--- src/rtl/gpe_pkg.sv ---
package gpe_pkg;
  // True when byte address a lies within [base, base+len)
  function automatic logic in_window(input logic [31:0] a, input logic [31:0] base,
                                     input logic [31:0] len);
    return (a >= base) && (a < base + len);
  endfunction

  // Next value of one status flag: the event wins over a clearing one
  function automatic logic flag_next(input logic cur, input logic evt, input logic clr);
    return evt | (cur & ~clr);
  endfunction
endpackage

--- src/rtl/gpe_lane_decode.sv ---
module gpe_lane_decode #(
  parameter int AW    = 16,
  parameter int BASE  = 16'hAFE0,
  parameter int WIN   = 4,
  parameter int LANES = 4,
  parameter int SW    = 2,
  parameter int OW    = 2
) (
  input  logic                  req,
  input  logic [AW-1:0]         addr,
  input  logic [SW-1:0]         size,
  output logic [LANES-1:0]      lane_hit,
  output logic [LANES*OW-1:0]   lane_off
);
  import gpe_pkg::*;

  for (genvar k = 0; k < LANES; k++) begin : g_lane
    logic [31:0] lane_addr;
    assign lane_addr = 32'(addr) + 32'(k);
    assign lane_hit[k] = req && (32'(size) >= 32'(k)) &&
                         in_window(lane_addr, 32'(BASE), 32'(WIN));
    assign lane_off[k*OW +: OW] = OW'(lane_addr - 32'(BASE));
  end
endmodule

--- src/rtl/gpe_byte_steer.sv ---
module gpe_byte_steer #(
  parameter int WIN   = 4,
  parameter int LANES = 4,
  parameter int OW    = 2
) (
  input  logic                wr,
  input  logic [LANES-1:0]    lane_hit,
  input  logic [LANES*OW-1:0] lane_off,
  input  logic [8*LANES-1:0]  wdata,
  output logic [WIN-1:0]      byte_stb,
  output logic [8*WIN-1:0]    byte_val
);
  always_comb begin
    logic [OW-1:0] off;
    byte_stb = '0;
    byte_val = '0;
    off      = '0;
    for (int k = 0; k < LANES; k++) begin
      off = lane_off[k*OW +: OW];
      if (wr && lane_hit[k]) begin
        byte_stb[off]         = 1'b1;
        byte_val[off*8 +: 8]  = wdata[k*8 +: 8];
      end
    end
  end
endmodule

--- src/rtl/gpe_event_regs.sv ---
module gpe_event_regs #(
  parameter int NB = 16
) (
  input  logic          clk,
  input  logic          rst_n,
  input  logic [NB-1:0] evt_in,
  input  logic [NB-1:0] sts_clr,
  input  logic [NB-1:0] en_mask,
  input  logic [NB-1:0] en_val,
  output logic [NB-1:0] sts_q,
  output logic [NB-1:0] en_q
);
  import gpe_pkg::*;

  for (genvar i = 0; i < NB; i++) begin : g_bit
    always_ff @(posedge clk) begin
      if (!rst_n) begin
        sts_q[i] <= 1'b0;
        en_q[i]  <= 1'b0;
      end else begin
        sts_q[i] <= flag_next(sts_q[i], evt_in[i], sts_clr[i]);
        if (en_mask[i]) en_q[i] <= en_val[i];
      end
    end
  end
endmodule

--- src/rtl/gpe_block.sv ---
module gpe_block #(
  parameter int AW    = 16,
  parameter int BASE  = 16'hAFE0,
  parameter int HALF  = 2,
  parameter int LANES = 4
) (
  input  logic                 clk,
  input  logic                 rst_n,
  input  logic                 host_req,
  input  logic                 host_wr,
  input  logic [AW-1:0]        host_addr,
  input  logic [1:0]           host_size,
  input  logic [8*LANES-1:0]   host_wdata,
  output logic [8*LANES-1:0]   host_rdata,
  input  logic [8*HALF-1:0]    evt_in,
  output logic                 sci_irq
);
  localparam int WIN = 2 * HALF;
  localparam int NB  = 8 * HALF;
  localparam int OW  = $clog2(WIN);
  localparam int SW  = 2;

  logic [LANES-1:0]    lane_hit;
  logic [LANES*OW-1:0] lane_off;
  logic [WIN-1:0]      byte_stb;
  logic [8*WIN-1:0]    byte_val;
  logic [NB-1:0]       sts_clr;
  logic [NB-1:0]       en_mask;
  logic [NB-1:0]       en_val;
  logic [NB-1:0]       sts_q;
  logic [NB-1:0]       en_q;
  logic [8*WIN-1:0]    win_bytes;
  logic                any_hit;

  gpe_lane_decode #(.AW(AW), .BASE(BASE), .WIN(WIN), .LANES(LANES), .SW(SW), .OW(OW)) u_dec (
    .req(host_req), .addr(host_addr), .size(host_size),
    .lane_hit(lane_hit), .lane_off(lane_off)
  );

  gpe_byte_steer #(.WIN(WIN), .LANES(LANES), .OW(OW)) u_steer (
    .wr(host_wr), .lane_hit(lane_hit), .lane_off(lane_off), .wdata(host_wdata),
    .byte_stb(byte_stb), .byte_val(byte_val)
  );

  for (genvar i = 0; i < NB; i++) begin : g_map
    assign sts_clr[i] = byte_stb[i/8] & byte_val[i];
    assign en_mask[i] = byte_stb[HALF + i/8];
    assign en_val[i]  = byte_val[NB + i];
  end

  gpe_event_regs #(.NB(NB)) u_regs (
    .clk(clk), .rst_n(rst_n), .evt_in(evt_in), .sts_clr(sts_clr),
    .en_mask(en_mask), .en_val(en_val), .sts_q(sts_q), .en_q(en_q)
  );

  assign win_bytes = {en_q, sts_q};
  assign any_hit   = |lane_hit;
  assign sci_irq   = |(sts_q & en_q);

  for (genvar k = 0; k < LANES; k++) begin : g_rd
    logic [OW-1:0] off;
    assign off = lane_off[k*OW +: OW];
    assign host_rdata[k*8 +: 8] = (lane_hit[k] && !host_wr) ? win_bytes[off*8 +: 8] : 8'h00;
  end
endmodule

--- config.mk ---
export PLATFORM = sky130hd
export DESIGN_NAME = gpe_block
export DESIGN_NICKNAME = d
export VERILOG_FILES = /design/src/rtl/gpe_pkg.sv /design/src/rtl/gpe_lane_decode.sv /design/src/rtl/gpe_byte_steer.sv /design/src/rtl/gpe_event_regs.sv /design/src/rtl/gpe_block.sv
export SDC_FILE = /design/constraint.sdc
export NUM_CORES = 1
export LEC_CHECK = 0
export ABC_AREA = 1
export BUFFER_PORTS_ARGS = -buffer_cell sky130_fd_sc_hd__buf_2
export CAP_MARGIN = 20
export CORE_MARGIN = 1
export CORE_UTILIZATION = 59
export DETAILED_ROUTE_END_ITERATION = 10
export GPL_TIMING_DRIVEN = 0
export HOLD_SLACK_MARGIN = 0.12
export PLACE_DENSITY = 0.83
export RECOVER_POWER = 50
export REMOVE_ABC_BUFFERS = 1
export SYNTH_ARGS = -nofsm -noshare
export SYNTH_HDL_FRONTEND = slang
export SYNTH_SLANG_ARGS = --single-unit
--- constraint.sdc ---
create_clock -name clk -period 4.25 [get_ports clk]
set_clock_uncertainty 0.05 [all_clocks]
set_input_delay 0.85 -clock clk [delete_from_list [all_inputs] [get_ports clk]]
set_output_delay 0.85 -clock clk [all_outputs]
set_load 0.01 [all_outputs]
==> results.tsv, run 1 <==
stage	metric	value	unit
yosys	Yosys cell types	38	
global_routing	total congestion overflow	0	
clock_network	CTS tree	yes	
clock_network	later-pin clock latency in the skew report	0.29	ns
floorplan	die width	102	um
route	total number of vias	8218	
clock_network	Root Buffer	clkbuf_8	
yosys	async set-reset flop share out of synthesis	0	%
yosys	syn avg cell area	5.12	um2
sta	normalized max-slew margin	21.6	%
route	Post-DRT Antenna Nets	0	
route	initial DRC count	1031	
yosys	post-synthesis xor/xnor area fraction	0.739	%
floorplan	Top Ports	103	
finish	Design Area, Final	6720	um2
place	number of port buffers	102	
route	vias per cell	6.00	
yosys	most frequent cells after synthesis	337 x nand2_1, 222 x nor2_1, 122 x inv_1, 120 x nand3_1, 59 x nand4_1	
worst_setup_path	Startpoint Class	primary input	
power	Sw Pwr	0.389	mW
power	sequential power share	32.8	%
yosys	post-synthesis compound-gate area fraction	13.3	%
yosys	most common cell in the netlist	nand2_1	
finish	P&R area growth vs syn	13.3	%
place	HPWL Detailed	16.7	mm
clock_network	CTS Buf Count	5	
floorplan	Die ar.	10500	um2
min_path	Hold Crit Class	flop to flop	
power	PwrDens	146	nW/um2
power	clock share of power	30.7	%
power	Int Power	0.589	mW
worst_setup_path	WP data required	3.35	ns
floorplan	Die Y	102	um
floorplan	core area	9770	um2
worst_setup_path	reg-to-reg setup timing slack	3.41	ns
sta	Setup-failing EPs final	0	
route	First-pass DRT Iterations	6	
clock_network	H-tree depth	2	
global_routing	Total GRT Usage	42.9	%
sta	minimum clock period after layout	4.24	ns
worst_setup_path	kind of critical path	primary input to output pin	
yosys	Synth top area share	21.3	%
clock_network	clock sink count	32	
flow_run	maxcap violations	0	
yosys	Area contributors post-synth	nand2_1 21%, nor2_1 14%, dfxtp_1 11%	
floorplan	Std-Cell Rows	36	
worst_setup_path	CP Capture Type	output pin	
sta	WHS	0.417	ns
global_routing	first-pass GRT wire length	34.6	mm
yosys	Synth Register Bits	32	
finish	share of cells above drive strength 1	14.2	%
place	routability cong.	1.02	
finish	Ant. Diodes	0	
route	routed wire length	22.8	mm
sta	actual slew at the worst max-slew pin	1.17	ns
yosys	Cell Area, Synth	5930	um2
power	Leak	3.37	nW
global_routing	vias in the first global route	7079	
yosys	Post-Synth Simple-Gate Area	61.0	%
route	routed len/inst	16.6	um
yosys	Syn Inst Count	1158	
status	status	complete, no violations	
power	Peak VDD IR	0.195	mV
yosys	mux cell area share after synthesis	0	%
yosys	Seq/Total Area, Yosys	10.8	%
yosys	Post-synth EDFFs	0	
route	final routed DRC violation total	0	
yosys	Adder-Cell Fraction of Synth Area	2.32	%
sta	hold violation count in the final report	0	
yosys	post-synth top area cell	nand2_1	
floorplan	Initial Util	60.7	%
global_routing	largest net degree at the start of global routing	41	
worst_setup_path	Worst Path Arrival	3.34	ns
worst_setup_path	crit path max fanout	25	
sta	Slew Limit Fails	0	
sta	crit share post-route	99.7	%
power	Total Power	0.978	mW
clock_network	CTS Buffer Depth	2	
yosys	largest family of logic cells by synthesized area	simple AND/OR/NAND/NOR gates	
sta	Max Fclk	236	MHz
yosys	Syn. warnings	0	
yosys	top_reg_cell synth	dfxtp_1	
power	Comb pwr share	36.5	%
power	switch share	39.8	%
clock_network	cts hold-fix bufs	0	
global_routing	initial antenna violation count	0	
finish	Nets	1317	
place	dpl cell area	6420	um2
clock_network	CTS clk-pin slew, worst paths	0.07	ns
==> what timing repair did <==
item	CTS	global route
gates cloned	3	1
setup endpoints to repair	32	23
gates resized for setup	16	5
buffers inserted	3	4
pin swaps	1	2
==> routing by layer <==
metal / global-route usage [%] / vias up / wire (um)
li1: - / 3930 / -
met4: 24.9 / 0 / 1530
met2: 70.4 / 567 / 10200
met3: 6.43 / 133 / 2550
met1: 53.2 / 3588 / 8490
met5: 0.481 / - / 0
==> cell type report <==
cell class	instances	area, um2
clock inverter	3	42.5
multi-input combinational	951	4640
tap	133	166
sequential	32	641
timing repair buffer	112	642
inverter	132	508
fill	1001	3060
clock buffer	5	68.8
timing repair inverter	2	10.0
==> final timing paths <==
check	from	endpoint	depth (start not counted)
max reg2reg	u_regs.en_q[1]$_SDFFE_PN0P_	u_regs.en_q[1]$_SDFFE_PN0P_	4
min	u_regs.sts_q[3]$_SDFF_PN0_	u_regs.sts_q[3]$_SDFF_PN0_	2
min reg2reg	u_regs.sts_q[3]$_SDFF_PN0_	u_regs.sts_q[3]$_SDFF_PN0_	2
max	host_addr[1]	host_rdata[28]	12
==> layout by cell type, fill, tap and decap left out, types with 3 or more instances in the layout <==
master and count:
a211oi_2 3, nand2_4 6, buf_2 91, nand3_2 4, ha_1 8, nor2_1 224
o21ai_0 42, nor3_1 11, inv_2 5, buf_4 7, a21oi_1 46, nor2_8 3
clkinv_1 4, inv_1 120, clkbuf_1 9, clkinvlp_4 3, nand2_1 337, o22ai_1 4
o21ai_1 6, xor2_1 4, nor2_4 12, nand3_1 118, clkbuf_8 5, nand2_2 11
nor2_2 3, dfxtp_1 32, nand3b_1 5, a211oi_1 27, nand4_1 59
==> power groups by stage <==
| stage | clock network, mW | logic, mW | registers (mW) |
|---|---|---|---|
| 6_report | 0.300 | 0.357 | 0.321 |
| 5_1_grt | 0.310 | 0.390 | 0.322 |
| 4_1_cts | 0.296 | 0.337 | 0.320 |
| 3_5_place_dp | 0 | 0.317 | 0.327 |
| 3_3_place_gp | 0 | 0.312 | 0.327 |
| 2_1_floorplan | 0 | 0.187 | 0.324 |
==> cell families (layout without fill, tap and decap cells) <==
family | count (synthesis) | in the layout
AOI/OAI and AO/OA | 135 | 135
and+or+nand+nor | 800 | 800
xor gates and xnor gates | 5 | 5
DFF | 32 | 32
adders and majority gates | 11 | 11
buffers and inverters | 175 | 254
==> sequential cells by signal, indices dropped and copies added, names as in the netlist <==
| signal | cells |
|---|---|
| u_regs.sts_q | 16 |
| u_regs.en_q | 16 |
==> critical path, cell delays in order <==
cell and delay (ns):
buf_6 0.23, clkinvlp_4 0.22, buf_4 0.18, ha_2 0.22, nor2_4 0.20, nand2_1 0.15
o21ai_1 0.22, nand4_1 0.17, nor2_4 0.19, nand3_4 0.18, a211oi_1 0.31, buf_2 0.19
==> through the flow <==
stage,worst slack [ns],cells,utilization (%),TNS (ns)
finish,0.0124,1370,68.7,0
floorplan,0.523,1115,-,0
detailed placement,-0.909,1351,65.6,-24.75
global route,-0.0230,1370,68.7,-0.0274
CTS,0.00545,1365,68.2,0
global placement,-1.53,1350,65.4,-53.74
Power figures use the tool's default switching activity.
==> run 2, diff against run 1 <==
ABC_AREA = unset   (was 1)
CORE_UTILIZATION = 57   (was 59)
CTS_BUF_LIST = sky130_fd_sc_hd__clkbuf_16   (was unset)
PLACE_DENSITY = 0.82   (was 0.83)
SYNTH_HIERARCHICAL = 1   (was unset)
==> results.tsv, run 2 <==
stage	metric	value	unit	change
finish	final core utilization	69.1	%	+0.39 points
place	HPWL Detailed	12.3	mm	-26%
worst_setup_path	CP Capture Type	output pin		
power	Sw Pwr	0.309	mW	-20%
clock_network	clock sink count	32		unchanged
clock_network	H-tree depth	2		unchanged
worst_setup_path	crit path max fanout	17		-32%
sta	Max Fclk	241	MHz	+2.2%
floorplan	Std-Cell Rows	34		-5.6%
global_routing	vias in the first global route	5006		-29%
global_routing	Total GRT Usage	37.5	%	-5.4 points
place	dpl cell area	5460	um2	-15%
place	routability cong.	0.945		-7.8%
clock_network	CTS Buffer Depth	2		unchanged
floorplan	Die Y	96.7	um	-5.5%
finish	share of cells above drive strength 1	30.2	%	+16 points
yosys	most common cell in the netlist	nor2b_1		
finish	Regs by FF count	u_regs/en_q x16, u_regs/sts_q x16		
worst_setup_path	Startpoint Class	primary input		
yosys	async set-reset flop share out of synthesis	0	%	unchanged
finish	Ant. Diodes	0		unchanged
sta	Slew Limit Fails	0		unchanged
yosys	Seq/Total Area, Yosys	12.5	%	+1.7 points
finish	commonest non-fill, non-tap cell in the layout	buf_2		
min_path	Hold Crit Class	flop to flop		
clock_network	cts hold-fix bufs	0		unchanged
power	Comb pwr share	28.7	%	-7.8 points
yosys	Cell Area, Synth	5110	um2	-14%
yosys	Synth Register Bits	32		unchanged
clock_network	CTS Buf Count	5		unchanged
sta	actual slew at the worst max-slew pin	0.765	ns	-0.407 ns
power	Int Power	0.715	mW	+21%
flow_run	maxcap violations	0		unchanged
yosys	Synth top area share	14.1	%	-7.2 points
clock_network	later-pin clock latency in the skew report	0.28	ns	about the same
sta	crit share post-route	97.5	%	-2.2 points
floorplan	die width	96.7	um	-5.5%
yosys	most frequent cells after synthesis	49 x nor2b_1, 45 x nand2_1, 34 x ha_1, 32 x dfxtp_1, 32 x mux4_2		
power	PwrDens	171	nW/um2	+17%
yosys	Area contributors post-synth	mux4_2 14%, dfxtp_1 13%, ha_1 8.3%		
yosys	syn avg cell area	9.03	um2	+76%
power	sequential power share	32.1	%	-0.7 points
power	Total Power	1.02	mW	+4.8%
route	First-pass DRT Iterations	6		unchanged
yosys	post-synth top area cell	mux4_2		
sta	Setup-failing EPs final	0		unchanged
floorplan	Die ar.	9350	um2	-11%
global_routing	initial antenna violation count	0		unchanged
floorplan	Top Ports	103		unchanged
finish	P&R area growth vs syn	17.4	%	
global_routing	total congestion overflow	0		unchanged
finish	Nets	765		-42%
yosys	top_reg_cell synth	dfxtp_1		
power	Leak	2.41	nW	-28%
global_routing	largest net degree at the start of global routing	36		-12%
worst_setup_path	WP data required	3.35	ns	about the same
clock_network	CTS clk-pin slew, worst paths	0.05	ns	-0.02 ns
route	routed wire length	18.1	mm	-21%
power	switch share	30.2	%	-9.6 points
sta	normalized max-slew margin	48.9	%	+27 points
global_routing	first-pass GRT wire length	27.8	mm	-20%
route	vias per cell	7.18		+20%
yosys	Syn. warnings	6		+6
clock_network	Root Buffer	clkbuf_16		
floorplan	Initial Util	58.9	%	-1.8 points
power	Peak VDD IR	0.147	mV	-25%
yosys	Yosys cell types	64		+68%
route	total number of vias	5525		-33%
yosys	Post-synth EDFFs	0		unchanged
worst_setup_path	kind of critical path	primary input to output pin		
place	pre-CTS setup slack	-1.93	ns	-1.02 ns
sta	hold violation count in the final report	0		unchanged
finish	Design Area, Final	6000	um2	-11%
status	status	complete, no violations		
route	initial DRC count	773		-25%
route	routed len/inst	23.5	um	+41%
yosys	Syn Inst Count	566		-51%
sta	RSZ-0062 raised after global routing	no		
clock_network	CTS tree	yes		
route	Post-DRT Antenna Nets	0		unchanged
worst_setup_path	Worst Path Arrival	3.24	ns	-0.10 ns
sta	minimum clock period after layout	4.14	ns	-0.0929 ns
floorplan	core area	8680	um2	-11%
sta	Final WS setup	0.105	ns	+0.0929 ns
finish	commonest non-fill, non-tap cells in the layout	93 x buf_2, 49 x nor2b_1, 45 x nand2_1		
power	clock share of power	39.2	%	+8.5 points
route	final routed DRC violation total	0		unchanged
place	number of port buffers	102		unchanged
## run 2: changes by cell type after synthesis, sizes merged, moves of 23 or more
cell,before,now
nor2b,0,52
nor2,242,10
nand3,124,18
nand2,354,45
a22oi,0,23
inv,128,14
ha,11,34
o21ai,49,9
mux4,0,32
a211oi,30,3
nand4,61,7
## run 2: power groups by stage
stage	Sequential, mW	Clock [mW]	Combinational, mW
after floorplan	0.327	0	0.148
after global placement	0.331	0	0.248
after detailed placement	0.333	0	0.257
after CTS	0.327	0.406	0.278
after global routing	0.330	0.418	0.311
final	0.329	0.402	0.294
## run 2: repair_timing
| action | 4_1_cts | 5_1_grt |
|---|---|---|
| hold endpoints to repair | 0 | 0 |
| resized for setup | 27 | 10 |
| endpoints found under the setup margin | 56 | 56 |
| gates cloned | 0 | 1 |
| pin swaps | 4 | 4 |
| setup buffers | 14 | 8 |
## run 2: area by class of cell
type / count / area, um2
timing repair buffer: 127 / 766
clock inverter: 3 / 38.8
clock buffer: 5 / 125
inverter: 14 / 72.6
multi-input combinational: 481 / 4220
fill: 696 / 2680
sequential: 32 / 641
tap: 108 / 135
## run 2: routing by layer
layer	share of wire [%]	GRT usage, %	wire length [um]	vias to the layer above
li1	-	-	-	2395
met4	3.2	14.2	585	0
met5	0	0	0	-
met1	39	52.2	7090	2597
met3	13	7.44	2270	68
met2	45	57.2	8150	465
## run 2: logic make-up after synthesis
logic type,after synthesis,synth area share [%]
xor gates and xnor gates,5,0.857
and+or+nand+nor,225,29.0
buffers and inverters,53,7.13
muxes,51,17.9
DFF,32,12.5
AOI/OAI and AO/OA,166,24.2
adders and majority gates,34,8.33
## run 2: stage by stage
step / setup TNS (ns) / hold WS (ns) / std cells
after floorplan: -11.26 / 0.483 / 527
after global placement: -111.63 / 0.502 / 737
after detailed placement: -83.48 / 0.555 / 739
after CTS: 0 / 0.568 / 761
after global routing: 0 / 0.626 / 770
final: 0 / 0.586 / 770
## run 2: worst max-delay path: stages
cell        delay (ns)
buf_8             0.19
clkinvlp_4        0.19
buf_4             0.23
ha_2              0.64
clkinvlp_4        0.24
buf_4             0.21
buf_12            0.14
mux4_2            0.26
nor2b_1           0.15
buf_2             0.14
## run 2: final timing paths
| kind | startpoint | end | slack [ns] | cells past startpoint |
|---|---|---|---|---|
| min | u_regs/en_q[14]$_SDFFE_PN0P_ | u_regs/en_q[14]$_SDFFE_PN0P_ | 0.59 | 2 |
| min reg2reg | u_regs/en_q[14]$_SDFFE_PN0P_ | u_regs/en_q[14]$_SDFFE_PN0P_ | 0.59 | 2 |
| max | host_addr[1] | host_rdata[24] | 0.11 | 10 |
| max reg2reg | u_regs/sts_q[4]$_SDFF_PN0_ | u_regs/sts_q[4]$_SDFF_PN0_ | 3.31 | 2 |
